==> config.mk <==
export PLATFORM = sky130hd
export DESIGN_NAME = tcmp_top
export DESIGN_NICKNAME = d
export VERILOG_FILES = /design/src/rtl/tcmp_pkg.sv /design/src/rtl/tcmp_slice.sv /design/src/rtl/tcmp_match.sv /design/src/rtl/tcmp_pinout.sv /design/src/rtl/tcmp_top.sv
export SDC_FILE = /design/constraint.sdc
export NUM_CORES = 1
export LEC_CHECK = 0
export BUFFER_PORTS_ARGS = -buffer_cell sky130_fd_sc_hd__clkbuf_2
export CAP_MARGIN = 20
export CORE_AREA = 2 2 47 82
export DETAILED_ROUTE_END_ITERATION = 7
export DIE_AREA = 0 0 49 84
export PLACE_DENSITY_LB_ADDON = 0.05
export SYNTH_ARGS = -nofsm -noshare
export SYNTH_HDL_FRONTEND = slang
export SYNTH_SLANG_ARGS = --single-unit
export TNS_END_PERCENT = 30
==> constraint.sdc <==
create_clock -name clk -period 6.05 [get_ports clk]
set_clock_uncertainty 0.15 [all_clocks]
set_input_delay 0.3025 -clock clk [delete_from_list [all_inputs] [get_ports clk]]
set_output_delay 0.3025 -clock clk [all_outputs]
set_load 0.02 [all_outputs]
==> src/rtl/tcmp_pkg.sv <==
`timescale 1ns/1ps
package tcmp_pkg;
  localparam int unsigned TMR_W = 8;
  localparam int unsigned N_CH  = 2;

  typedef enum logic {
    MODE_SPLIT = 1'b0,
    MODE_PAIR  = 1'b1
  } pair_mode_e;
endpackage

==> src/rtl/tcmp_slice.sv <==
`timescale 1ns/1ps
module tcmp_slice #(
  parameter int unsigned W = 8
) (
  input  logic         clk,
  input  logic         rst_n,
  input  logic         dr_load,
  input  logic [W-1:0] dr_din,
  input  logic         inc,
  input  logic         clr,
  output logic [W-1:0] cnt,
  output logic [W-1:0] dr
);
  localparam logic [W-1:0] DR_RST = '1;
  localparam logic [W-1:0] ONE    = W'(1);

  always_ff @(posedge clk or negedge rst_n) begin
    if (!rst_n) begin
      dr <= DR_RST;
    end else if (dr_load) begin
      dr <= dr_din;
    end
  end

  always_ff @(posedge clk or negedge rst_n) begin
    if (!rst_n) begin
      cnt <= '0;
    end else if (clr) begin
      cnt <= '0;
    end else if (inc) begin
      cnt <= cnt + ONE;
    end
  end


  dr_keep_chk: assert property (@(posedge clk) disable iff (!rst_n)
    !dr_load |=> $stable(dr));
endmodule

==> src/rtl/tcmp_match.sv <==
`timescale 1ns/1ps
module tcmp_match
  import tcmp_pkg::*;
#(
  parameter int unsigned W = 8
) (
  input  logic            tick,
  input  pair_mode_e      mode,
  input  logic [W-1:0]    cnt_lo,
  input  logic [W-1:0]    dr_lo,
  input  logic [W-1:0]    cnt_hi,
  input  logic [W-1:0]    dr_hi,
  output logic [N_CH-1:0] inc,
  output logic [N_CH-1:0] clr,
  output logic [N_CH-1:0] hit
);
  logic eq_lo, eq_hi, lo_full;

  assign eq_lo   = (cnt_lo == dr_lo);
  assign eq_hi   = (cnt_hi == dr_hi);
  assign lo_full = &cnt_lo;

  always_comb begin
    inc = '0;
    clr = '0;
    hit = '0;
    unique case (mode)
      MODE_PAIR: begin
        hit[0] = tick & eq_lo & eq_hi;
        hit[1] = 1'b0;
        clr[0] = hit[0];
        clr[1] = hit[0];
        inc[0] = tick;
        inc[1] = tick & lo_full;
      end
      default: begin
        hit[0] = tick & eq_lo;
        hit[1] = tick & eq_hi;
        clr    = hit;
        inc    = {N_CH{tick}};
      end
    endcase
  end
endmodule

==> src/rtl/tcmp_pinout.sv <==
`timescale 1ns/1ps
module tcmp_pinout (
  input  logic clk,
  input  logic rst_n,
  input  logic hit,
  input  logic gate_on,
  output logic pin,
  output logic irq
);
  logic tog_q;

  always_ff @(posedge clk or negedge rst_n) begin
    if (!rst_n) begin
      tog_q <= 1'b0;
    end else if (!gate_on) begin
      tog_q <= 1'b0;
    end else if (hit) begin
      tog_q <= ~tog_q;
    end
  end

  always_ff @(posedge clk or negedge rst_n) begin
    if (!rst_n) begin
      irq <= 1'b0;
    end else begin
      irq <= hit;
    end
  end

  assign pin = tog_q & gate_on;


  pin_moves_on_match_chk: assert property (@(posedge clk) disable iff (!rst_n)
    (gate_on && $past(gate_on) && (pin != $past(pin))) |-> irq);


  reenable_low_chk: assert property (@(posedge clk) disable iff (!rst_n)
    ($rose(gate_on) && !irq) |-> !pin);
endmodule

==> src/rtl/tcmp_top.sv <==
`timescale 1ns/1ps
module tcmp_top
  import tcmp_pkg::*;
#(
  parameter int unsigned W = TMR_W
) (
  input  logic            clk,
  input  logic            rst_n,
  input  logic            tick_en,
  input  logic            pair_en,
  input  logic [N_CH-1:0] dr_wr,
  input  logic [W-1:0]    dr_wdata,
  input  logic [N_CH-1:0] pin_sel,
  input  logic [N_CH-1:0] pwm_en,
  output logic [N_CH-1:0] cmp_pin,
  output logic [N_CH-1:0] match_irq,
  output logic [W-1:0]    cnt0,
  output logic [W-1:0]    cnt1
);
  localparam logic [W-1:0] ONE = W'(1);

  logic [W-1:0]    cnt_q [N_CH];
  logic [W-1:0]    dr_q  [N_CH];
  logic [N_CH-1:0] inc, clr, hit, gate;
  pair_mode_e      mode;

  assign mode = pair_en ? MODE_PAIR : MODE_SPLIT;

  // channel 1 output is parked while the timers run as a pair
  assign gate[0] = pin_sel[0] & ~pwm_en[0];
  assign gate[1] = pin_sel[1] & ~pwm_en[1] & ~pair_en;

  tcmp_match #(.W(W)) u_match (
    .tick   (tick_en),
    .mode   (mode),
    .cnt_lo (cnt_q[0]),
    .dr_lo  (dr_q[0]),
    .cnt_hi (cnt_q[1]),
    .dr_hi  (dr_q[1]),
    .inc    (inc),
    .clr    (clr),
    .hit    (hit)
  );

  for (genvar c = 0; c < N_CH; c++) begin : g_ch
    tcmp_slice #(.W(W)) u_slice (
      .clk     (clk),
      .rst_n   (rst_n),
      .dr_load (dr_wr[c]),
      .dr_din  (dr_wdata),
      .inc     (inc[c]),
      .clr     (clr[c]),
      .cnt     (cnt_q[c]),
      .dr      (dr_q[c])
    );

    tcmp_pinout u_pin (
      .clk     (clk),
      .rst_n   (rst_n),
      .hit     (hit[c]),
      .gate_on (gate[c]),
      .pin     (cmp_pin[c]),
      .irq     (match_irq[c])
    );
  end

  assign cnt0 = cnt_q[0];
  assign cnt1 = cnt_q[1];


  hold_when_idle_chk: assert property (@(posedge clk) disable iff (!rst_n)
    !tick_en |=> ($stable(cnt0) && $stable(cnt1)));


  split_step_chk: assert property (@(posedge clk) disable iff (!rst_n)
    (!pair_en && tick_en) |=> ((cnt0 == $past(cnt0) + ONE) || (cnt0 == '0)));


  irq_after_tick_chk: assert property (@(posedge clk) disable iff (!rst_n)
    match_irq[0] |-> $past(tick_en));


  pair_carry_chk: assert property (@(posedge clk) disable iff (!rst_n)
    (pair_en && tick_en && (&cnt0) && !((cnt0 == dr_q[0]) && (cnt1 == dr_q[1])))
      |=> (cnt1 == $past(cnt1) + ONE));


  pair_quiet_chk: assert property (@(posedge clk) disable iff (!rst_n)
    ($past(pair_en) && pair_en) |-> (!match_irq[1] && !cmp_pin[1]));
endmodule

==> impl_results.md, run 1 <==
* Gpl congestion at 0.8399
* Worst Path Buf+Inv at 0
* Design area at 0.002087 mm^2
* Placed Area at 0.001984 mm^2
* # Post-CTS Setup Buffers at 0
* Syn Inst Count at 152
* Vias/cell at 5.160
* Clk Latency, worst-skew pair at 0.28 ns
* GRT Total Usage at 0.1947
* Critical path's slowest cell: a211oi_4
* Area fraction of the dominant cell type after synthesis at 0.2795
* Core area at 0.003520 mm^2
* Placed instance count at 228
* Yosys warns at 0
* Final min period at 2.291 ns
* Sequential area share after synthesis at 0.5143
* Initial antenna violation count at 0
* Worst slew pin tran at 0.8723 ns
* Asr flop ratio synth at 1.000
* Max Slew Vio Count at 0
* Data arrival, critical path at 2.31 ns
* CTS tree: done
* Via count at 1223
* Routed Antenna Nets at 0
* Average wire per standard cell at 14.65 um
* R2R Setup Slk at 3.76 ns
* CP peak stage delay at 0.48 ns
* PwrDens at 374.4 mW/mm^2
* First-pass GRT wire length at 6.044 mm
* DP HPWL at 2.742 mm
* Setup TNS at 0 ns
* Crit path launch type: flip-flop
* Layout area overhead at 16.56%
* Number of CTS-inserted buffers at 5
* Final Non-Filler Cells at 237
* I/O Pins at 38
* Cells along the critical path: xor2_1 -> nor4_1 -> nand2_1 -> a211oi_4 -> mux2_4
* Top post-synthesis cells by count: xor2_1 (24), dfrtp_1 (20), nor2_1 (20)
* Post-synth top area cell: dfrtp_1
* Clock Path Buffers at 2
* Finished Core Util at 0.5930
* Share of cells above drive strength 1 at 0.4293
* Fill count at 327
* CTS H-tree depth at 2
* Die ar. at 0.004116 mm^2
* CP delay by family, top: simple AND/OR/NAND/NOR gates
* GRT overflow at 0
* Synth cell types at 31
* Max transition margin at 0.4185
* CP required at 6.06 ns
* RSZ-0062 raised after global routing: no
* Fin Hold WS at 0.04664 ns
* Syn avg cell area at 11.78 um^2
* Final number of setup-violating endpoints at 0
* Clk Tree Root Cell: clkbuf_8
* Max Clk Rate at 436.4 MHz
* # resized after CTS at 0
* Max-cap violations at 0
* Pleak at 0.9464 nW
* IO Port Bufs at 37
* Final period util at 0.3787
* EDFF count, synth at 0
* Post-Synthesis Net Count at 172
* #FFs+latches synth at 36
* Most used flip-flop cell after synthesis: dfrtp_1
* Top-count cell post-synth: xor2_1
* Critical path class: reg -> reg
* Final Hold Viols at 0
* # DRC at 0
* Initial DRC Count at 8
* Max VDD drop at 0.2739 mV
* CP endpoint kind: flip-flop
* CP Max Fanout at 10
* Worst-path clk slew at 0.07 ns
* Mapped Area at 0.001790 mm^2
* Die Ht at 84 um
* Largest net degree at the start of global routing at 37
* Synth top area cells: dfrtp_1 (28%), dfstp_2 (23%), xor2_1 (12%)
* Clock tree sinks at 36
* Vias in the first global route at 1292
* Hold crit path type: in -> reg
* Initial core utilization at 0.5087
* Detailed Routing Iterations Pass 1 at 4
* Drt total wl at 3.471 mm
* Status: finished, final reports clean
* # nets final at 210
* Die Width at 49 um
* # diodes at 0
* Core Rows at 29
-- registers in the layout (all words and copies together), names as in the netlist --
signal            cells
g_ch.u_slice.cnt     16
g_ch.u_slice.dr      16
g_ch.u_pin.irq        2
g_ch.u_pin.tog_q      2
-- placed cells by master, fill, tap and decap left out, drive strengths merged, types with 2 or more instances in the layout --
cell type  instances
nand3              2
nor4               3
nor2b              3
ha                 2
and2               2
mux2              17
nor2              20
nand4              8
dfrtp             20
clkbuf            43
xnor2              6
xor2              24
nand2              9
clkinv             2
dfstp             16
inv                2
-- layer usage --
metal / part of all wire / track usage / routed length, um / vias up
met5: 0 / 0 / 0 / -
met4: 0.043 / 0.1143 / 148 / 0
met3: 0.036 / 0.03584 / 124 / 14
met2: 0.54 / 0.3462 / 1877 / 35
met1: 0.38 / 0.2087 / 1321 / 581
li1: - / - / - / 593
-- stage by stage --
step | power, mW | setup WS [ns]
floorplan | 0.5345 | 3.954
global placement | 0.6068 | 3.844
detailed placement | 0.6172 | 3.801
CTS | 0.7914 | 3.797
global route | 0.8360 | 3.604
finish | 0.7814 | 3.759
-- path summary, 6_finish.rpt --
path                                           to  cells after the start                    from
setup / recovery              g_ch[0].u_pin.tog_q                      5  g_ch[0].u_slice.cnt[3]
hold / removal                g_ch[1].u_pin.tog_q                      2               pwm_en[1]
max in group asynchronous     g_ch[1].u_pin.tog_q                      2                   rst_n
setup reg to reg              g_ch[0].u_pin.tog_q                      5  g_ch[0].u_slice.cnt[3]
min in group asynchronous  g_ch[0].u_slice.cnt[6]                      2                   rst_n
hold reg to reg            g_ch[0].u_slice.cnt[1]                      1  g_ch[0].u_slice.cnt[1]
-- cell families after synthesis --
group	after synthesis	share of synthesized area
compound gates	5	0.02865
simple gates	52	0.1502
fa+ha+maj	2	0.01397
flops	36	0.5143
mux	18	0.1146
buf+inv	9	0.03145
xor+xnor	30	0.1467
-- power by group --
group / internal, mW / switching [mW] / leakage, nW
clock: 0.0907 / 0.0805 / 0.0510
combinational: 0.0991 / 0.137 / 0.470
sequential: 0.298 / 0.0756 / 0.425
total: 0.488 / 0.293 / 0.946
-- timing repair --
item	in CTS	in global routing
endpoints found under the hold margin	1	0
hold buffers	1	0
endpoints found under the setup margin	0	0
-- cell type report --
cell class | count | area, um^2 | share of cell area
sequential | 36 | 920.9 | 0.4412
inverter | 2 | 7.507 | 0.003597
clock inverter | 2 | 10.01 | 0.004796
multi-input combinational | 107 | 813.3 | 0.3897
tap | 46 | 57.56 | 0.02758
timing repair buffer | 38 | 195.2 | 0.09353
clock buffer | 6 | 82.58 | 0.03957
Power figures use the tool's default switching activity.
==> inputs of run 2 (changes only) <==
--- a/config.mk
+++ b/config.mk
@@ -7,9 +7,9 @@
 export LEC_CHECK = 0
 export BUFFER_PORTS_ARGS = -buffer_cell sky130_fd_sc_hd__clkbuf_2
 export CAP_MARGIN = 20
-export CORE_AREA = 2 2 47 82
+export CORE_AREA = 2 2 50 86
 export DETAILED_ROUTE_END_ITERATION = 7
-export DIE_AREA = 0 0 49 84
+export DIE_AREA = 0 0 52 88
 export PLACE_DENSITY_LB_ADDON = 0.05
 export SYNTH_ARGS = -nofsm -noshare
 export SYNTH_HDL_FRONTEND = slang
==> constraint.sdc (replaced) <==
create_clock -name clk -period 2.1 [get_ports clk]
set_clock_uncertainty 0.15 [all_clocks]
set_input_delay 0.105 -clock clk [delete_from_list [all_inputs] [get_ports clk]]
set_output_delay 0.105 -clock clk [all_outputs]
set_load 0.02 [all_outputs]
==> run 2 against run 1 <==
Via count is 4.9% higher. Sequential cell count stayed put. Register-to-register slack worse by 3.6 ns. Wire length is 11% higher. Combinational power grew to 3.2 times the previous value. Non-clock buffer count is 18 higher. Critical path depth stayed put. Count of clock-buffer cells in the layout stayed put. Critical endpoint unchanged. Largest cell class unchanged. Largest power group unchanged. Highest routed layer unchanged.
==> impl_results.md, run 2 (same netlist as run 1, synthesis figures left out) <==
* Cell depth of the worst flop-to-flop path at 5
* Data arrival, critical path at 2.01 ns
* Status: finished, final reports clean
* Number of CTS-inserted buffers at 5
* CP required at 2.13 ns
* Hold_sp: dr_wr[0]
* Core Rows at 30
* Core area at 0.003866 mm^2
* # nets final at 228
* CP Max Fanout at 2
* Initial core utilization at 0.4631
* Worst slew pin tran at 0.8762 ns
* Die Width at 52 um
* Vias/cell at 4.992
* First-pass GRT wire length at 6.506 mm
* Initial DRC Count at 12
* CTS tree: done
* Max Slew Vio Count at 0
* Drt total wl at 3.866 mm
* Worst slack, placed at 0.1081 ns
* Max Clk Rate at 504.1 MHz
* Max-cap violations at 0
* Hold crit path type: in -> reg
* Crit path launch type: flip-flop
* Clk Latency, worst-skew pair at 0.29 ns
* Hold Path End: g_ch[0].u_slice.dr[3]
* Max VDD drop at 0.6251 mV
* Most frequent cells in the layout: clkbuf_2 (37), xor2_1 (24), nor2_1 (20), dfrtp_1 (20)
* RSZ-0062 raised after global routing: no
* Routed Antenna Nets at 0
* Largest net degree at the start of global routing at 37
* R2r endpoint: g_ch[0].u_pin.tog_q
* GRT overflow at 0
* Worst-path clk slew at 0.07 ns
* Clock tree sinks at 36
* Setup TNS at 0 ns
* Vias in the first global route at 1362
* Initial antenna violation count at 0
* # diodes at 0
* Final period util at 0.9446
* Final Hold Viols at 0
* R2R Setup Slk at 0.12 ns
* Clock Path Buffers at 2
* IO Port Bufs at 37
* Critical path class: reg -> reg
* Gpl congestion at 0.7165
* Top flop regs: g_ch.u_slice.cnt: 16 flops, g_ch.u_slice.dr: 16 flops
* Die Ht at 88 um
* DP HPWL at 2.889 mm
* # DRC at 0
* Detailed Routing Iterations Pass 1 at 3
* Final number of setup-violating endpoints at 0
* Via count at 1283
* Final min period at 1.984 ns
* PwrDens at 1034 mW/mm^2
* CP endpoint kind: flip-flop
* Hold path depth at 2
* Average wire per standard cell at 15.04 um
* CTS H-tree depth at 2
* Die ar. at 0.004576 mm^2
* Layout area overhead at 25.93%
* Max transition margin at 0.4158
* GRT Total Usage at 0.1964
* Commonest non-fill, non-tap cell in the layout: clkbuf_2
* Share of cells above drive strength 1 at 0.4211
* Clk Tree Root Cell: clkbuf_8
* I/O Pins at 38
* Pleak at 1.028 nW
* # resized after CTS at 0
* Final setup margin at 0.1164 ns
* Launching point of the worst reg2reg path: g_ch[1].u_slice.dr[7]
run 2: cell types whose count changed in the layout (fill, tap and decap cells not counted), sizes merged:
cell / previous run / this run
buf: 0 / 6
dlygate4sd3: 1 / 13
run 2: area by class of cell:
class                      instances  area [um^2]
clock inverter                     2        10.01
sequential                        36        920.9
multi-input combinational        107        813.3
inverter                           2        7.507
tap                               48        60.06
clock buffer                       6        82.58
fill                             355         1612
timing repair buffer              56        360.3
run 2: worst max-delay path: stages, from the launching register on:
cell	delay (ns)
dfstp_2	0.54
xor2_1	0.08
nor4_2	0.36
nand3_2	0.14
a211oi_4	0.28
mux2_4	0.32
run 2: how the worst max path moves through the flow:
stage / startpoint / end / depth (start not counted) / slack [ns]
detailed placement: g_ch[1].u_slice.dr[7] / g_ch[0].u_pin.tog_q / 5 / 0.11
global placement: g_ch[0].u_slice.cnt[3] / g_ch[0].u_pin.tog_q / 5 / 0.14
finish: g_ch[1].u_slice.dr[7] / g_ch[0].u_pin.tog_q / 5 / 0.12
floorplan: g_ch[1].u_slice.cnt[7] / g_ch[0].u_pin.tog_q / 5 / 0.004
global route: g_ch[1].u_slice.dr[7] / g_ch[0].u_slice.cnt[1] / 6 / 0.01
CTS: g_ch[1].u_slice.dr[7] / g_ch[0].u_pin.tog_q / 5 / 0.10
run 2: power breakdown:
part           switching [mW]  internal, mW
sequential              0.199         0.859
combinational           0.434         0.329
clock                   0.248         0.262
total                   0.882          1.45
run 2: what timing repair did:
action | CTS | global route
buffers inserted | 0 | 0
endpoints found under the hold margin | 40 | 0
hold buffers | 13 | 0
run 2: metal layers:
metal	vias to the layer above	part of all wire	track usage	wire length, um
met5	-	0	0	0
met4	0	0.015	0.07177	58
met3	6	0.035	0.04778	137
met2	27	0.60	0.3728	2316
met1	627	0.35	0.1989	1354
li1	623	-	-	-
run 2: metrics by stage:
step | hold slack (ns) | instance area, um^2 | util | total power, mW | std cells
floorplan | -0.3406 | 1790 | - | 1.540 | 152
global placement | 0.09732 | 2032 | 0.5256 | 1.796 | 236
detailed placement | 0.1206 | 2032 | 0.5256 | 1.823 | 236
CTS | 0.09092 | 2255 | 0.5832 | 2.356 | 257
global route | 0.1015 | 2255 | 0.5832 | 2.493 | 257
finish | 0.09255 | 2255 | 0.5832 | 2.331 | 257
